File: src/rtl/lsa_pkg.sv
package lsa_pkg;
  localparam int DATA_W  = 64;
  localparam int LANES   = DATA_W / 8;
  localparam int OFF_W   = $clog2(LANES);

  typedef enum logic [1:0] {
    SZ_BYTE = 2'd0,
    SZ_HALF = 2'd1,
    SZ_WORD = 2'd2,
    SZ_DBL  = 2'd3
  } size_e;

  // number of bytes carried by a size code
  function automatic logic [OFF_W:0] bytes_of(input logic [1:0] sz);
    return (OFF_W+1)'(1) << sz;
  endfunction
endpackage

File: src/rtl/lsa_decode.sv
module lsa_decode
  import lsa_pkg::*;
#(
  parameter int AW        = 32,
  parameter int PAGE_BITS = 12
) (
  input  logic [AW-1:0]  addr,
  input  logic [1:0]     size,
  input  logic           fp,
  input  logic           trap_mode,
  output logic           trap,
  output logic           split,
  output logic [OFF_W:0] first_len,
  output logic [OFF_W:0] second_len,
  output logic [AW-1:0]  second_addr
);
  logic [OFF_W:0]     nbytes;
  logic [OFF_W-1:0]   low;
  logic               nat_mis;
  logic               crosses_page;
  logic               fp_wide;
  logic [PAGE_BITS:0] last_byte;

  always_comb begin
    nbytes       = bytes_of(size);
    low          = addr[OFF_W-1:0] & (nbytes[OFF_W-1:0] - 1'b1);
    nat_mis      = (low != '0);
    last_byte    = {1'b0, addr[PAGE_BITS-1:0]} + (PAGE_BITS+1)'(nbytes - 1'b1);
    crosses_page = last_byte[PAGE_BITS];
    fp_wide      = fp && (size == SZ_WORD || size == SZ_DBL);
    if (!fp_wide)
      trap = 1'b0;
    else if (trap_mode)
      trap = (addr[1:0] != 2'b00);
    else
      trap = nat_mis && crosses_page;
    split       = nat_mis && !trap;
    first_len   = split ? (nbytes - {1'b0, low}) : nbytes;
    second_len  = nbytes - first_len;
    second_addr = addr + AW'(first_len);
  end
endmodule

File: src/rtl/lsa_lanes.sv
module lsa_lanes
  import lsa_pkg::*;
(
  input  logic [OFF_W-1:0] start,
  input  logic [OFF_W:0]   len,
  output logic [LANES-1:0] be
);
  logic [OFF_W:0] stop;
  assign stop = {1'b0, start} + len;

  for (genvar j = 0; j < LANES; j++) begin : g_lane
    localparam logic [OFF_W:0] JV = (OFF_W+1)'(j);
    assign be[j] = (JV >= {1'b0, start}) && (JV < stop);
  end
endmodule

File: src/rtl/lsa_exc_count.sv
module lsa_exc_count #(
  parameter int CW = 16
) (
  input  logic          clk,
  input  logic          rst,
  input  logic          clr,
  input  logic          inc,
  output logic [CW-1:0] count
);
  always_ff @(posedge clk) begin
    if (rst || clr)
      count <= '0;
    else if (inc)
      count <= count + 1'b1;
  end
endmodule

File: src/rtl/lsa_align_unit.sv
module lsa_align_unit
  import lsa_pkg::*;
#(
  parameter int AW        = 32,
  parameter int PAGE_BITS = 12,
  parameter int CW        = 16
) (
  input  logic              clk,
  input  logic              rst,
  input  logic              req_valid,
  output logic              req_ready,
  input  logic [AW-1:0]     req_addr,
  input  logic [1:0]        req_size,
  input  logic              req_fp,
  input  logic              req_store,
  input  logic [DATA_W-1:0] req_wdata,
  input  logic              trap_mode,
  input  logic              cnt_clr,
  output logic              mem_valid,
  output logic [AW-1:0]     mem_addr,
  output logic [LANES-1:0]  mem_be,
  output logic              mem_we,
  output logic [DATA_W-1:0] mem_wdata,
  output logic              exc_flag,
  output logic [CW-1:0]     exc_count
);
  localparam int HALVES = 2;

  logic              accept;
  logic              trap;
  logic              split;
  logic [OFF_W:0]    first_len;
  logic [OFF_W:0]    second_len;
  logic [AW-1:0]     second_addr;
  logic [2*DATA_W-1:0] rot_wide;
  logic [DATA_W-1:0] steered;

  logic [OFF_W-1:0]  half_start [HALVES];
  logic [OFF_W:0]    half_len   [HALVES];
  logic [LANES-1:0]  half_be    [HALVES];

  logic              pend_q;
  logic [AW-1:0]     pend_addr_q;
  logic [LANES-1:0]  pend_be_q;

  assign req_ready = !pend_q;
  assign accept    = req_valid && req_ready;

  lsa_decode #(.AW(AW), .PAGE_BITS(PAGE_BITS)) dec_i (
    .addr        (req_addr),
    .size        (req_size),
    .fp          (req_fp),
    .trap_mode   (trap_mode),
    .trap        (trap),
    .split       (split),
    .first_len   (first_len),
    .second_len  (second_len),
    .second_addr (second_addr)
  );

  // rotate item bytes onto lanes by the low address bits
  assign rot_wide = {req_wdata, req_wdata} << (req_addr[OFF_W-1:0] * 8);
  assign steered  = rot_wide[2*DATA_W-1:DATA_W];

  assign half_start[0] = req_addr[OFF_W-1:0];
  assign half_len[0]   = first_len;
  assign half_start[1] = second_addr[OFF_W-1:0];
  assign half_len[1]   = second_len;

  for (genvar h = 0; h < HALVES; h++) begin : g_half
    lsa_lanes lanes_i (
      .start (half_start[h]),
      .len   (half_len[h]),
      .be    (half_be[h])
    );
  end

  always_ff @(posedge clk) begin
    if (rst) begin
      mem_valid   <= 1'b0;
      mem_addr    <= '0;
      mem_be      <= '0;
      mem_we      <= 1'b0;
      mem_wdata   <= '0;
      exc_flag    <= 1'b0;
      pend_q      <= 1'b0;
      pend_addr_q <= '0;
      pend_be_q   <= '0;
    end else begin
      mem_valid <= 1'b0;
      exc_flag  <= 1'b0;
      if (pend_q) begin
        mem_valid <= 1'b1;
        mem_addr  <= pend_addr_q;
        mem_be    <= pend_be_q;
        pend_q    <= 1'b0;
      end else if (accept) begin
        if (trap) begin
          exc_flag <= 1'b1;
        end else begin
          mem_valid <= 1'b1;
          mem_addr  <= {req_addr[AW-1:OFF_W], {OFF_W{1'b0}}};
          mem_be    <= half_be[0];
          mem_we    <= req_store;
          mem_wdata <= steered;
        end
        if (split) begin
          pend_q      <= 1'b1;
          pend_addr_q <= {second_addr[AW-1:OFF_W], {OFF_W{1'b0}}};
          pend_be_q   <= half_be[1];
        end
      end
    end
  end

  lsa_exc_count #(.CW(CW)) cnt_i (
    .clk   (clk),
    .rst   (rst),
    .clr   (cnt_clr),
    .inc   (accept && trap),
    .count (exc_count)
  );
endmodule

File: config.mk
export PLATFORM = sky130hd
export DESIGN_NAME = lsa_align_unit
export DESIGN_NICKNAME = d
export VERILOG_FILES = /design/src/rtl/lsa_pkg.sv /design/src/rtl/lsa_decode.sv /design/src/rtl/lsa_lanes.sv /design/src/rtl/lsa_exc_count.sv /design/src/rtl/lsa_align_unit.sv
export SDC_FILE = /design/constraint.sdc
export NUM_CORES = 1
export LEC_CHECK = 0
export BUFFER_PORTS_ARGS = -buffer_cell sky130_fd_sc_hd__buf_2
export CORE_MARGIN = 2
export CORE_UTILIZATION = 25
export DETAILED_ROUTE_END_ITERATION = 7
export PLACE_DENSITY = 0.55
export SLEW_MARGIN = 20
export SYNTH_ARGS = -nofsm -noshare
export SYNTH_HDL_FRONTEND = slang
export SYNTH_HIERARCHICAL = 1
export SYNTH_SLANG_ARGS = --single-unit
File: constraint.sdc
create_clock -name clk -period 12.4 [get_ports clk]
set_input_delay 3.1 -clock clk [delete_from_list [all_inputs] [get_ports clk]]
set_output_delay 3.1 -clock clk [all_outputs]
set_load 0.02 [all_outputs]
==> flow_metrics.env, run 1 <==
export IMPL_num_rows=75
export IMPL_synth_compound_area_share_pct=16.2
export IMPL_overflow=0
export IMPL_first_pass_iters=5
export IMPL_setup_viol=0
export IMPL_top_usage_layer="met2"
export IMPL_grtUsageMet3_pct=4.13
export IMPL_io_pin_count=229
export IMPL_slew_headroom_pct=32.8
export IMPL_yosys_top_cells_count="158 x dfxtp_1, 139 x nor2_1, 105 x mux2i_1"
export IMPL_async_flop_share_pct=0
export IMPL_yosysSeqAreaShare_pct=30.2
export IMPL_critPathTopFamily="compound AO/OA/AOI/OAI gates"
export IMPL_port_buffers=225
export IMPL_drc_errors=0
export IMPL_cts_setup_buffers=0
export IMPL_wl_per_cell_um=17.7
export IMPL_fmax_mhz=128
export IMPL_synth_simple_gate_area_share_pct=14.9
export IMPL_synth_mux_area_share_pct=26.0
export IMPL_ys_ff_latch=158
export IMPL_diodes=0
export IMPL_endpoint_kind="flop"
export IMPL_num_fill_cells=4431
export IMPL_cap_violations=0
export IMPL_synthMostInstantiatedCell="dfxtp_1"
export IMPL_antenna_left=0
export IMPL_synthXorXnorAreaFrac_pct=4.32
export IMPL_seqCellArea_um2=3160
export IMPL_critical_path_class="in2reg"
export IMPL_hold_viol=0
export IMPL_antenna_found_initial=1
export IMPL_slew_violations=0
export IMPL_rsz0062_at_grt="false"
export IMPL_tritoncts="built"
export IMPL_power_mw=1.68
export IMPL_crit_fanout=9
export IMPL_hold_buffers=0
export IMPL_cts_buffers=17
export IMPL_hold_class="reg2reg"
export IMPL_dp_final_hpwl_mm=22.6
export IMPL_crit_chain="buf_2, nor2b_1, inv_1, ha_1, inv_1, ha_1, and3_1, a221oi_1, o311a_1, nor2_1, a21o_1, fa_1, xor2_1, ha_1, a21oi_1, a2111oi_1, a2111oi_2, nand2_1, a21oi_1"
export IMPL_fin_nets=1351
export IMPL_p_leak_nw=5.40
export IMPL_root_buffer="clkbuf_16"
export IMPL_clkSinkCount=158
export IMPL_die_area_um2=43600
export IMPL_die_h_um=209
export IMPL_yosys_area_share_adder_pct=3.27
export IMPL_worstPathArrival_ns=8.18
export IMPL_synthTopCellsByArea="dfxtp_1 30%, mux4_1 14%, mux2i_1 10%"
export IMPL_clkTransAtPathRegs_ns=0.07
export IMPL_vias=8880
export IMPL_area_delta_synth_final_pct=20.0
export IMPL_htreeDepth=4
export IMPL_met1_usage_pct=18.2
export IMPL_first_iter_violations=402
export IMPL_cpMaxStageDelayCell="xor2_1"
export IMPL_min_period_over_period_pct=62.8
export IMPL_period_needed_ns=7.78
export IMPL_cts_resized=0
export IMPL_worst_ep_required_time_ns=12.80
export IMPL_cpPeakStageDelay_ns=0.50
export IMPL_grt_max_degree=83
export IMPL_grt_pass1_wl_mm=49.0
export IMPL_synth_top_family_by_area="multiplexers"
export IMPL_wl_mm=31.4
export IMPL_multi_input_area_um2=6800
export IMPL_start_kind="primary input"
export IMPL_p_per_area_nw_per_um2=134
export IMPL_syn_area_um2=10500
export IMPL_path_common_cell="ha_1"
export IMPL_synthCells=1047
export IMPL_synth_cell_types=67
export IMPL_grt_pass1_vias=8569
export IMPL_clock_skew_ns=0.0112
export IMPL_worstMarginPinSlew_ns=1.00
export IMPL_yosys_most_used_dff="dfxtp_1"
export IMPL_fp_coreArea_um2=41700
export IMPL_ys_warn_count=6
export IMPL_insertion_delay_ns=0.48
export IMPL_gr_usage_met2_pct=23.8
export IMPL_syn_avg_cell_area_um2=10.0
export IMPL_clock_path_buffers=2
export IMPL_fin_setup_tns_ns=0
export IMPL_start_util_pct=25.1
export IMPL_drive_above_1_share_pct=28.8
export IMPL_yosysTopAreaCell="dfxtp_1"
export IMPL_path_buf_inv=3
export IMPL_irDropWorstVdd_mv=0.105
export IMPL_gp_congestion=0.830
export IMPL_yosysTopAreaCellShare_pct=30.2
export IMPL_status="completed"
export IMPL_grtUsageTotal_pct=14.5
export IMPL_via_per_inst=5.01
export IMPL_dieWidth_um=209
export IMPL_synth_edff_count=0
[registers in the layout (all words and copies together), names as in the netlist, 8 cells and up]
name	cells
cnt_i/count	16
pend_addr_q	29
mem_be	8
mem_wdata	64
mem_addr	29
pend_be_q	8
[cell usage in the layout, fill, tap and decap left out, types with 4 or more instances in the layout]
cell type / n
buf_4: 13
inv_6: 4
conb_1: 4
inv_1: 16
o2111ai_1: 4
nand2_1: 104
fa_1: 4
buf_2: 221
nor2_1: 139
a211oi_1: 47
clkbuf_16: 17
a21o_1: 6
ha_1: 21
nand4_1: 23
nand3_1: 20
o211ai_1: 4
xnor2_1: 24
dfxtp_1: 158
mux4_2: 7
nor3_1: 10
mux4_1: 57
a211oi_2: 59
a21oi_1: 55
xor2_1: 24
inv_8: 4
and3_1: 11
o21ai_0: 7
mux2i_1: 105
[cell families after synthesis]
family | count (synthesis)
and+or+nand+nor | 340
AOI/OAI and AO/OA | 202
muxes | 170
DFF | 158
buffers and inverters | 100
xor gates and xnor gates | 50
adders and majority gates | 25
other | 2
[routing by layer]
| metal | part of all wire, % | vias up |
|---|---|---|
| met4 | 1.9 | 2 |
| met1 | 45 | 4306 |
| met2 | 47 | 263 |
| met5 | 0.022 | - |
| met3 | 5.8 | 31 |
| li1 | - | 4278 |
[worst register-to-register path: stages (launching register included)]
cell and delay [ns]:
dfxtp_1 0.39, inv_2 0.10, buf_4 0.61, and3_1 0.50, and4_1 0.46, nand4_1 0.22, or3_1 0.36, a21oi_1 0.15
[worst paths after layout]
path                       start  cells after the start               to  slack [ns]
setup / recovery     req_size[0]                     19     pend_be_q[1]        4.62
hold / removal    pend_addr_q[3]                      2   pend_addr_q[3]        0.46
setup reg to reg          pend_q                      7  cnt_i/count[14]        9.55
hold reg to reg   pend_addr_q[3]                      2   pend_addr_q[3]        0.46
[power breakdown]
group	switching, mW	internal (mW)
registers	0.0251	0.554
clock network	0.254	0.323
logic	0.321	0.204
[per-stage QoR]
stage                     setup WS, ns  hold slack, ns  util, %  cells  instance area [um^2]
final                             4.62           0.456     30.2   1773                 12600
after global routing              4.24           0.474     30.2   1773                 12600
after CTS                         4.73           0.459     30.1   1772                 12500
after detailed placement          4.24           0.449     28.6   1740                 11900
after global placement            4.38           0.443     28.6   1740                 11900
after floorplan                   4.93           0.437        -   1049                 10500
[layout make-up]
| type | count | share of cell area [%] |
|---|---|---|
| clock inverters | 15 | 1.56 |
| inverters | 17 | 0.508 |
| repair buffers | 236 | 9.88 |
| multi-input cells | 791 | 54.1 |
| flip-flops and latches | 158 | 25.2 |
| well taps | 539 | 5.37 |
| clock buffers | 17 | 3.38 |
No activity file was read; power rests on OpenSTA's default activity.
==> inputs of run 2 (changes only) <==
clock period = 8.05 ns   (was 12.4 ns; I/O delays follow)
==> flow_metrics.env, run 2 (same netlist as run 1, synthesis figures left out) <==
export IMPL_final_cell_mix="221 x buf_2, 158 x dfxtp_1, 139 x nor2_1"
export IMPL_via_per_inst=5.05
export IMPL_p_int_mw=1.64
export IMPL_insertion_delay_ns=0.46
export IMPL_grtUsageTotal_pct=14.6
export IMPL_worst_ep_required_time_ns=8.43
export IMPL_cap_violations=0
export IMPL_netSwitchingFraction_pct=35.9
export IMPL_grt_pass1_vias=8584
export IMPL_worstRegToRegCells=7
export IMPL_p_leak_nw=5.37
export IMPL_path_depth=19
export IMPL_wl_per_cell_um=17.9
export IMPL_holdPathEnd="pend_be_q[7]"
export IMPL_holdPathStages=2
export IMPL_port_buffers=225
export IMPL_clkSinkCount=158
export IMPL_first_pass_iters=5
export IMPL_min_period_over_period_pct=84.1
export IMPL_reg_top3="mem_wdata x64, mem_addr x29, pend_addr_q x29"
export IMPL_drive_above_1_share_pct=28.7
export IMPL_pwr_share_seq_pct=34.7
export IMPL_power_frac_comb_pct=31.6
export IMPL_path_common_cell="ha_1"
export IMPL_largest_reg_flops=64
export IMPL_first_iter_violations=452
export IMPL_fin_nets=1350
export IMPL_clkTransAtPathRegs_ns=0.06
export IMPL_antenna_found_initial=5
export IMPL_die_area_um2=43600
export IMPL_worstPathArrival_ns=7.15
export IMPL_p_per_area_nw_per_um2=205
export IMPL_switchingPower_mw=0.922
export IMPL_regMostFlops="mem_wdata"
export IMPL_period_needed_ns=6.77
export IMPL_slew_violations=0
export IMPL_fin_area_um2=12500
export IMPL_critPathTopFamily="compound AO/OA/AOI/OAI gates"
export IMPL_vias=8948
export IMPL_reg2reg_to="cnt_i/count[14]"
export IMPL_r2r_start="pend_q"
export IMPL_clock_power_share_pct=33.7
export IMPL_antenna_left=0
export IMPL_dieWidth_um=209
export IMPL_start_util_pct=25.1
export IMPL_rsz0062_at_grt="false"
export IMPL_cts_setup_buffers=0
export IMPL_num_rows=75
export IMPL_drc_errors=0
export IMPL_ff2ff_setup_slack_ns=5.20
export IMPL_grt_max_degree=130
export IMPL_dp_final_hpwl_mm=22.7
export IMPL_fmax_mhz=148
export IMPL_cts_buffers=17
export IMPL_worstMarginPinSlew_ns=1.14
export IMPL_irDropWorstVdd_mv=0.101
export IMPL_hold_buffers=0
export IMPL_wl_mm=31.8
export IMPL_die_h_um=209
export IMPL_clock_skew_ns=0.0117
export IMPL_io_pin_count=229
export IMPL_layout_commonest_cell="buf_2"
export IMPL_gp_congestion=0.844
export IMPL_place_ws_ns=0.893
export IMPL_setup_slack_ns=1.28
export IMPL_critical_path_class="in2reg"
export IMPL_crit_fanout=9
export IMPL_path_buf_inv=3
export IMPL_hold_class="reg2reg"
export IMPL_crit_chain="buf_2, nor2b_1, inv_1, ha_1, inv_1, ha_1, and3_1, a221oi_1, o311a_1, nor2_1, a21o_1, fa_1, xor2_1, ha_1, a21oi_1, a2111oi_1, a2111oi_2, nand2_1, a21oi_1"
export IMPL_place_area_um2=11900
export IMPL_grt_pass1_wl_mm=49.9
export IMPL_overflow=0
export IMPL_clock_path_buffers=2
export IMPL_slew_headroom_pct=24.2
export IMPL_root_buffer="clkbuf_16"
export IMPL_start_kind="primary input"
export IMPL_fin_setup_tns_ns=0
export IMPL_endpoint_kind="flop"
export IMPL_setup_viol=0
export IMPL_area_delta_synth_final_pct=19.7
export IMPL_htreeDepth=4
export IMPL_tritoncts="built"
export IMPL_cts_resized=0
export IMPL_fp_coreArea_um2=41700
export IMPL_status="completed"
export IMPL_hold_viol=0
export IMPL_cpMaxStageDelayCell="a21oi_1"
export IMPL_min_delay_start="pend_be_q[7]"
export IMPL_cpPeakStageDelay_ns=0.51
==> run 2: cell count changes in the layout (fill, tap and decap cells not counted) <==
cell | previous run | this run
clkinv_2 | 2 | 0
buf_16 | 1 | 0
bufinv_16 | 3 | 2
clkinvlp_4 | 1 | 3
inv_6 | 4 | 5
diode_2 | 0 | 1
clkbuf_8 | 0 | 1
buf_12 | 0 | 1
buf_4 | 13 | 12
inv_8 | 4 | 3
==> run 2: routing by layer <==
layer	part of all wire, %	track usage [%]	vias up
met5	0.14	0	-
li1	-	-	4278
met2	48	24.3	263
met1	44	17.8	4363
met3	6.7	4.66	38
met4	1.8	4.51	6
==> run 2: worst max-delay path by stage <==
stage	start	endpoint	slack, ns
floorplan	req_size[1]	pend_be_q[1]	1.67
detailed placement	req_size[0]	pend_be_q[1]	0.89
global placement	req_size[0]	pend_be_q[1]	1.10
finish	req_size[0]	pend_be_q[1]	1.28
global route	req_size[1]	pend_be_q[1]	0.93
CTS	req_size[0]	pend_be_q[1]	1.36
==> run 2: final cells by class <==
type	count	area, um^2
Inverter	17	63.8
Tap cell	539	674
Timing Repair Buffer	235	1230
Antenna cell	1	2.50
Multi-Input combinational cell	791	6800
Sequential cell	158	3160
Clock buffer	18	439
Clock inverter	14	169
Fill cell	4368	29100
==> run 2: worst reg2reg max path: stages (launching register included) <==
cell     delay [ns]
dfxtp_1        0.40
inv_2          0.10
buf_4          0.62
and3_1         0.49
and4_1         0.46
nand4_1        0.24
or3_1          0.35
a21oi_1        0.13
==> run 2: metrics by stage <==
| stage | instances | power [mW] | util (%) | hold WS [ns] |
|---|---|---|---|---|
| 4_1_cts | 1772 | 2.60 | 30.1 | 0.458 |
| 5_1_grt | 1772 | 2.71 | 30.1 | 0.470 |
| 3_3_place_gp | 1740 | 1.70 | 28.6 | 0.443 |
| 3_5_place_dp | 1740 | 1.72 | 28.6 | 0.448 |
| 6_report | 1773 | 2.57 | 30.1 | 0.456 |
| 2_1_floorplan | 1049 | 1.49 | - | 0.437 |
==> run 2: power groups by stage <==
stage	clock network (mW)	registers [mW]	logic [mW]
global placement	0	0.907	0.796
finish	0.864	0.891	0.811
CTS	0.900	0.891	0.813
floorplan	0	0.967	0.522
detailed placement	0	0.909	0.807
global route	0.933	0.900	0.880
